[src/rtl/tpg_pkg.sv]
package tpg_pkg;

  localparam int MODE_W = 4;

  typedef enum logic [MODE_W-1:0] {
    PAT_ZERO      = 4'd0,
    PAT_ONES      = 4'd1,
    PAT_CONST     = 4'd2,
    PAT_WALK1     = 4'd3,
    PAT_WALK0     = 4'd4,
    PAT_PRNG      = 4'd5,
    PAT_COUNT     = 4'd6,
    PAT_ALT_ONES  = 4'd7,
    PAT_ALT_CONST = 4'd8
  } pat_mode_e;

  // Fibonacci feedback taps: bit k-1 set for each x^k term of a primitive
  // polynomial of degree w. Zero means the width has no entry.
  function automatic logic [63:0] lfsr_taps(input int w);
    case (w)
      3:       return 64'h6;
      4:       return 64'hC;
      5:       return 64'h14;
      6:       return 64'h30;
      7:       return 64'h60;
      8:       return 64'hB8;
      9:       return 64'h110;
      10:      return 64'h240;
      11:      return 64'h500;
      12:      return 64'hE08;
      13:      return 64'h1C80;
      14:      return 64'h3802;
      15:      return 64'h6000;
      16:      return 64'hD008;
      17:      return 64'h12000;
      18:      return 64'h20400;
      19:      return 64'h72000;
      20:      return 64'h90000;
      24:      return 64'hE10000;
      32:      return 64'h80200003;
      default: return 64'h0;
    endcase
  endfunction

endpackage

[src/rtl/tpg_lfsr.sv]
module tpg_lfsr #(
  parameter int W = 16
) (
  input  logic         clk,
  input  logic         rst_n,
  input  logic         init_i,
  input  logic         adv_i,
  input  logic [W-1:0] seed_i,
  output logic [W-1:0] state_o
);

  localparam logic [63:0]  TAPS_FULL = tpg_pkg::lfsr_taps(W);
  localparam logic [W-1:0] TAPS      = TAPS_FULL[W-1:0];
  localparam logic [W-1:0] FALLBACK  = {{(W-1){1'b0}}, 1'b1};

  logic [W-1:0] state_q;
  logic [W-1:0] load_val;
  logic         feedback;

  assign load_val = (seed_i == '0) ? FALLBACK : seed_i;
  assign feedback = ^(state_q & TAPS);

  always_ff @(posedge clk or negedge rst_n) begin
    if (!rst_n)      state_q <= FALLBACK;
    else if (init_i) state_q <= load_val;
    else if (adv_i)  state_q <= {state_q[W-2:0], feedback};
  end

  assign state_o = state_q;

  initial begin
    a_r6_width_has_taps: assert (TAPS != '0);
  end

  a_r6_never_zero: assert property (@(posedge clk) disable iff (!rst_n)
    state_q != '0);

  a_r6_zero_seed_fallback: assert property (@(posedge clk) disable iff (!rst_n)
    init_i && seed_i == '0 |=> state_q == FALLBACK);

endmodule

[config.mk]
export PLATFORM = sky130hd
export DESIGN_NAME = tpg_lfsr
export DESIGN_NICKNAME = d
export VERILOG_FILES = /design/src/rtl/tpg_pkg.sv /design/src/rtl/tpg_lfsr.sv
export SDC_FILE = /design/constraint.sdc
export NUM_CORES = 1
export LEC_CHECK = 0
export CAP_MARGIN = 20
export CORE_UTILIZATION = 55
export CTS_CLUSTER_DIAMETER = 60
export DETAILED_ROUTE_END_ITERATION = 12
export DONT_BUFFER_PORTS = 1
export GPL_ROUTABILITY_DRIVEN = 0
export GPL_TIMING_DRIVEN = 0
export PLACE_DENSITY = 0.71
export SLEW_MARGIN = 20
export SYNTH_ARGS = -nofsm -noshare
export SYNTH_HDL_FRONTEND = slang
export SYNTH_SLANG_ARGS = --single-unit
[constraint.sdc]
create_clock -name clk -period 1.05 [get_ports clk]
set_input_delay 0.1575 -clock clk [delete_from_list [all_inputs] [get_ports clk]]
set_output_delay 0.1575 -clock clk [all_outputs]
set_load 0.05 [all_outputs]
After elaboration in Yosys (flattened, before gate mapping)
Index checks and enable logic that the tools add are counted. W data, S select, Z words.

Add/sub/neg operators: 0. Bitwise logic cells: 0. $lt $le $gt $ge: 0. Divide/modulo/power cells: 0. Reductions and logical operators: 3. Shifts and indexed selects: 0. Multiply operators: 0. Muxes and demuxes: 3. Equal/unequal tests: 0.

Operator list (count): $mux W16 (3); $logic_not A16 Y1 (1); $reduce_xor A16 Y1 (1); $reduce_bool A2 Y1 (1).

ROM bits: 0. Latch bits: 0. Memory bits (writable): 0. Word-level logic and storage cells: 7. Output and inout port bits: 16. Register bits: 16. Memories: 0.

Longest topological paths before layout
Gate-level depths: netlist of run 1.

Depth in word-level cells: 3. Mapped depth: 4. Gate-level depth less buffers: 4.

Least setup slack after synthesis of run 1
Ideal clock, no wire load.

Kind: flip-flop to flip-flop. Start: reg state_q[14], in the netlist state_o[14]. End: reg state_q[0], in the netlist state_o[0]. Arrival time: 1175 ps. Setup time: 72 ps. Cell stages (with the launch flop): 5. Data required time: 978 ps. Setup slack: -197 ps. Path through: dfrtp_1 > xor2_1 > xnor2_1 > mux2i_1 > o21ai_1.

Cells in the longest elaborated chain, start to end: 3.

Ends and longest elaborated chain: from (decl) (RTL line tpg_lfsr.sv:16) `logic [W-1:0] state_q;`; from (signal assigned) (RTL line tpg_lfsr.sv:25) `else if (init_i) state_q <= load_val;`; from (signal assigned) (RTL line tpg_lfsr.sv:26) `else if (adv_i) state_q <= {state_q[W-2:0], feedback};`; $reduce_xor A16 Y1 (RTL line tpg_lfsr.sv:21) `assign feedback = ^(state_q & TAPS);`; $mux W16 (RTL line tpg_lfsr.sv:26); $mux W16 (RTL line tpg_lfsr.sv:25).

Every way passes these cells. The select of a mux whose other input is x is not followed. A chain may end at the register's enable or synchronous reset.

Final worst setup path of run 1
Ends and elaborated chain as after synthesis.

==> metrics.md, run 1 <==
| Metric | Value |
|---|---|
| Placement Setup Slack | -0.1298 ns |
| Vias | between 600 and 700 |
| DRT Wirelength | around 1800 um |
| Clk sinks | 16 |
| H-tree level count | 1 |
| Worst-Margin Slew | about 0.69 ns |
| CP max stage delay | roughly 0.55 ns |
| Max-slew violations | 0 |
| Largest family of logic cells by synthesized area | multiplexers |
| Yosys warnings | 0 |
| Failing checks | negative setup slack |
| GR Util met2 | 41.13% |
| R2R depth | 4 |
| Worst Setup Slack, final | -0.1450 ns |
| # DRC | 0 |
| Filler cell count | 85 |
| Flops & latches, synth | 16 |
| Clk_lat worst skew | 0.29 ns |
| Tot Pwr | 1.679 mW |
| WL per Instance | between 15 and 20 um |
| Post-CTS Setup Repair Bufs | 0 |
| Hold Path Class | in2reg |
| CTS tree | built |
| Area grow syn2layout | 30.03% |
| Fin Clk Skew | a little over 0.006 ns |
| FMAX | ~0.84 GHz |
| Num ports | 36 |
| Number of global-route vias before repair | 661 |
| Final min period | ~1.2 ns |
| Average size of a mapped cell | about 10 um2 |
| Starting Density | roughly three fifths |
| Busiest grt layer | met2 |
| Die outline height | ~40 um |
| CP endpoint kind | register |
| Initial antenna violation count | 0 |
| Post-Synth Simple-Gate Area | around a tenth |
| Post-synthesis mux area share | approximately a fifth |
| Peak supply drop | around 1.1 mV |
| CP arrival | 1.42 ns |
| Die area | roughly 0.0016 mm2 |
| Clock root cell | clkbuf_4 |
| Post-synthesis compound-gate area fraction | around 11% |
| Fin cells | 111 |
| Seq/Total Area, Yosys | approximately 50% |
| Pin count of the biggest net entering global routing | 17 |
| Detailed Route Iter0 Violations | 28 |
| Core area | 0.001318 mm2 |
| Pwr/cell area | ~1600 mW/mm2 |
| Post-Synth XOR/XNOR Area | around 3.3% |
| Startpoint Class | register |
| DRT antenna net count | 0 |
| Cells after Synth | 77 |
| Total gr overflow | 0 |
| RSZ-0062 raised after global routing | yes |
| Slew HR | around 54% |
| Num CTS Buffers | 3 |
| Final core occ | between 70% and 80% |
| Cells along the critical path | xor2_2, xnor2_1, mux2i_1, o21ai_1 |
| Clock buffer depth | 2 |
| LEAKAGE | around 0.45 nW |
| I/O Buffers | 0 |
| Die width | ~40 um |
| Cell Rows | 13 |
| Critical path data required time | approximately 1.3 ns |
| Hold WS | 0.001493 ns |
| Worst-path fanout max | 4 |
| Adder-Cell Fraction of Synth Area | 0% |
| Max cap viols | 0 |
| Worst Hold Depth | 2 |
| Vias per cell | about 6.0 |
| Share of layout cells above drive strength 1 | between 20% and 30% |
| Status | finished with violations |
| Placed insts | 92 |
| Setup-failing EPs final | 2 |
| Area of the multi-input gates | between 300 and 400 um2 |
| Register area | about 420 um2 |
| Mapped Area | approximately 800 um2 |
| Routing usage on met1 | between 30% and 40% |
| Detailed placement HPWL | 1189 um |
| Max reg flops | 16 |
| Crit share post-route | 113.8% |
| Final net count | 117 |
| Diodes inserted | 0 |
| Critical path type | reg2reg |
| First-pass GRT wire length | approximately 2800 um |
| M3 GR Usage | about 4.4% |
| Worst path slowest cell | dfrtp_2 |
| Mapped Nets | 97 |
| GRT Total Usage | ~27% |
| Clock slew at reported path FFs | about 0.10 ns |
| Drt pass-1 iters | 4 |
| Distinct cells, synth | 13 |
| Hold Fails Final Rpt | 0 |
==> routing by layer <==
metal  wire, um  vias up  share of wire [%]
li1           -      309                  -
met4         40        0                2.2
met1        774      311                 42
met3        131        7                7.2
met5          0        -                  0
met2        880       34                 48
==> stage by stage <==
step	setup TNS (ns)	area, um2
after global placement	-0.1246	827.0
final	-0.2536	1035
after CTS	-0.2540	1027
after detailed placement	-0.1298	827.0
after floorplan	-0.06403	808.3
after global routing	-0.3854	1035
==> final timing paths <==
path / from / endpoint / slack [ns]
setup reg to reg: state_o[14] / state_o[0] / -0.14
max in group asynchronous: rst_n / state_o[15] / 0.22
hold / removal: seed_i[11] / state_o[11] / 0.001
hold reg to reg: state_o[0] / state_o[0] / 0.72
setup / recovery: state_o[14] / state_o[0] / -0.14
min in group asynchronous: rst_n / state_o[8] / 0.34
==> power by group <==
group / switching, mW / internal [mW] / leakage (nW)
Sequential: 0.318 / 0.699 / 0.176
Clock: 0.198 / 0.211 / 0.0210
Combinational: 0.112 / 0.140 / 0.252
==> cell type report <==
class / instances / share of cell area [%]
buffer: 5 / 3.265
clock buffer: 4 / 3.507
multi-input combinational: 56 / 36.28
sequential: 16 / 40.63
tap: 15 / 1.814
timing repair buffer: 15 / 14.51
==> cells in the mapped netlist (all sizes together) <==
library cell	number	area share, %
nor4	3	2.4
o21ai	16	10
buf	2	2.8
mux2i	16	20
xnor2	2	2.2
clkbuf	3	1.4
dfrtp	15	47
nand2	16	7.5
a41o	1	1.3
nor3	1	0.63
xor2	1	1.1
dfstp	1	3.3
==> worst max-delay path: cells and delay by family (launching register included) <==
family | cells | cell delay [ns]
compound gates | 1 | 0.13
xor+xnor | 2 | 0.37
flops | 1 | 0.55
mux | 1 | 0.10
==> placed cells by master (no fill, tap or decap) <==
| cell | n |
|---|---|
| xor2_2 | 1 |
| nor4_1 | 3 |
| clkbuf_4 | 3 |
| dfstp_2 | 1 |
| clkbuf_8 | 1 |
| o21ai_1 | 10 |
| dlygate4sd3_1 | 15 |
| dfrtp_2 | 15 |
| mux2i_1 | 16 |
| nor3_1 | 1 |
| clkbuf_1 | 3 |
| o21ai_0 | 6 |
| xnor2_1 | 1 |
| a41o_1 | 1 |
| xnor2_2 | 1 |
| nand2_1 | 16 |
| buf_6 | 2 |
==> cells by family (layout without fill, tap and decap cells) <==
family | count (synthesis) | after routing
XOR/XNOR | 3 | 3
multiplexers | 16 | 16
flip-flops | 16 | 16
AO/OA/AOI/OAI | 17 | 17
buffers and inverters | 5 | 24
AND/OR/NAND/NOR | 20 | 20
==> repair_timing <==
| action | 4_1_cts | 5_1_grt |
|---|---|---|
| resized for setup | 11 | 1 |
| hold endpoints to repair | 30 | 0 |
| setup endpoints to repair | 14 | 3 |
| hold buffers | 15 | 0 |
| pin swaps | 1 | 0 |
| gates cloned | 0 | 0 |
Power figures use the tool's default switching activity.
==> run 2: changes to the inputs <==
--- a/config.mk
+++ b/config.mk
@@ -13,6 +13,8 @@
 export GPL_ROUTABILITY_DRIVEN = 0
 export GPL_TIMING_DRIVEN = 0
 export PLACE_DENSITY = 0.71
+export REMOVE_ABC_BUFFERS = 1
+export SKIP_CTS_REPAIR_TIMING = 1
 export SLEW_MARGIN = 20
 export SYNTH_ARGS = -nofsm -noshare
 export SYNTH_HDL_FRONTEND = slang
==> run 2 against run 1 <==
Net effect: the run ends with negative hold slack, negative setup slack left; first-iteration DRC count is 57% lower; sequential cell count stayed put; critical path type unchanged; clock power is 21% lower; sequential share of layout area is 9.2 points higher; sequential power hardly changed; combinational power is 35% lower; clock skew hardly changed; final area is 19% lower; final cell count is 17% lower.
==> metrics.md, run 2 (same netlist as run 1, synthesis figures left out) <==
| Metric | Value |
|---|---|
| Status | finished with violations |
| Failing checks | negative hold slack, negative setup slack |
| DRT Wirelength | between 1000 and 1500 um |
| Cell Rows | 13 |
| Final min period | roughly 1.2 ns |
| Pwr/cell area | about 1800 mW/mm2 |
| Final Cell Area | approximately 840 um2 |
| Number of global-route vias before repair | just under 500 |
| Core area | about 0.0013 mm2 |
| Most frequent cells in the layout | mux2i_1 (16), nand2_1 (16), dfrtp_2 (15), o21ai_1 (10), o21ai_0 (6) |
| Die outline height | 40.04 um |
| WL per Instance | ~16 um |
| Die area | 0.001603 mm2 |
| R2R depth | 4 |
| Hold Path Class | in2reg |
| Max cap viols | 0 |
| Pin count of the biggest net entering global routing | 33 |
| Vias | 549 |
| Initial antenna violation count | 0 |
| Area after DPL | 780.7 um2 |
| CP endpoint kind | register |
| M3 GR Usage | between 4 and 5% |
| Die width | ~40 um |
| Share of layout cells above drive strength 1 | 25.97% |
| Hold WS | -0.06203 ns |
| Drt pass-1 iters | 4 |
| Num ports | 36 |
| GRT Total Usage | between 15 and 20% |
| Num CTS Buffers | 3 |
| Clock slew at reported path FFs | approximately 0.08 ns |
| Fin Clk Skew | ~0.0063 ns |
| First-pass GRT wire length | just under 2000 um |
| GR Util met2 | 30.24% |
| Filler cell count | between 100 and 150 |
| Crit share post-route | 112.6% |
| Max-slew violations | 0 |
| Fin cells | 92 |
| Worst Hold Depth | 1 |
| Peak supply drop | 1.001 mV |
| Hold Fails Final Rpt | 16 |
| Area grow syn2layout | 5.975% |
| Detailed Route Iter0 Violations | 12 |
| Vias per cell | about 6 |
| Startpoint Class | register |
| DRT antenna net count | 0 |
| H-tree level count | 1 |
| Max reg flops | 16 |
| # DRC | 0 |
| Clk_lat worst skew | ~0.28 ns |
| RSZ-0062 raised after global routing | yes |
| Busiest grt layer | met2 |
| Reg2Reg Setup Slack | -0.13 ns |
| Worst-Margin Slew | between 0.6 and 0.7 ns |
| CP arrival | between 1 and 1.5 ns |
| I/O Buffers | 0 |
| CTS tree | built |
| Clk sinks | 16 |
| Clock root cell | clkbuf_4 |
| FMAX | 0.8457 GHz |
| Critical path type | reg2reg |
| Placed insts | 87 |
| Critical path data required time | roughly 1.3 ns |
| Clock buffer depth | 2 |
| LEAKAGE | between 0.3 and 0.4 nW |
| Worst Setup Slack, final | -0.1324 ns |
| TNS Setup | -0.2199 ns |
| Starting Density | roughly three fifths |
| Tot Pwr | about 1.5 mW |
| Slew HR | a little over half |
| Worst-path fanout max | 4 |
| Final net count | between 90 and 100 |
| Diodes inserted | 0 |
| Setup-failing EPs final | 2 |
| Total gr overflow | 0 |
| Routing usage on met1 | roughly a quarter |
| Detailed placement HPWL | slightly above 1000 um |
-- run 2: layout make-up --
cell class	instances	area (um2)	share of cell area, %
Sequential cell	16	420.4	49.85
Multi-Input combinational cell	56	367.9	43.62
Clock buffer	4	26.28	3.116
Tap cell	15	18.77	2.226
Timing Repair Buffer	1	10.01	1.187
-- run 2: through the flow --
| step | utilization (%) | setup slack [ns] |
|---|---|---|
| after floorplan | - | -0.1971 |
| after detailed placement | 59.26 | -0.2773 |
| after global placement | 59.26 | -0.2675 |
| after CTS | 61.25 | -0.2960 |
| final | 64.01 | -0.1324 |
| after global routing | 64.01 | -0.2278 |
-- run 2: power by group --
part	internal, mW	switching [mW]
Clock	0.147	0.175
Combinational	0.0952	0.0681
Sequential	0.699	0.314
-- run 2: worst paths after layout --
path                              from          to
hold / removal                  init_i  state_o[0]
setup reg to reg           state_o[12]  state_o[0]
max in group asynchronous        rst_n  state_o[2]
min in group asynchronous        rst_n  state_o[9]
hold reg to reg             state_o[0]  state_o[0]
setup / recovery           state_o[12]  state_o[0]
-- run 2: metal layers --
layer / part of all wire, % / routed length (um)
met5: 0 / 0
met1: 44 / 633
met4: 0.91 / 13
met3: 7.0 / 100
met2: 48 / 684
-- run 2: worst max-delay path: stages, from the launching register on --
cell     delay (ns)
dfrtp_2        0.55
xnor2_2        0.19
xnor2_1        0.16
mux2i_1        0.09
o21ai_1        0.13
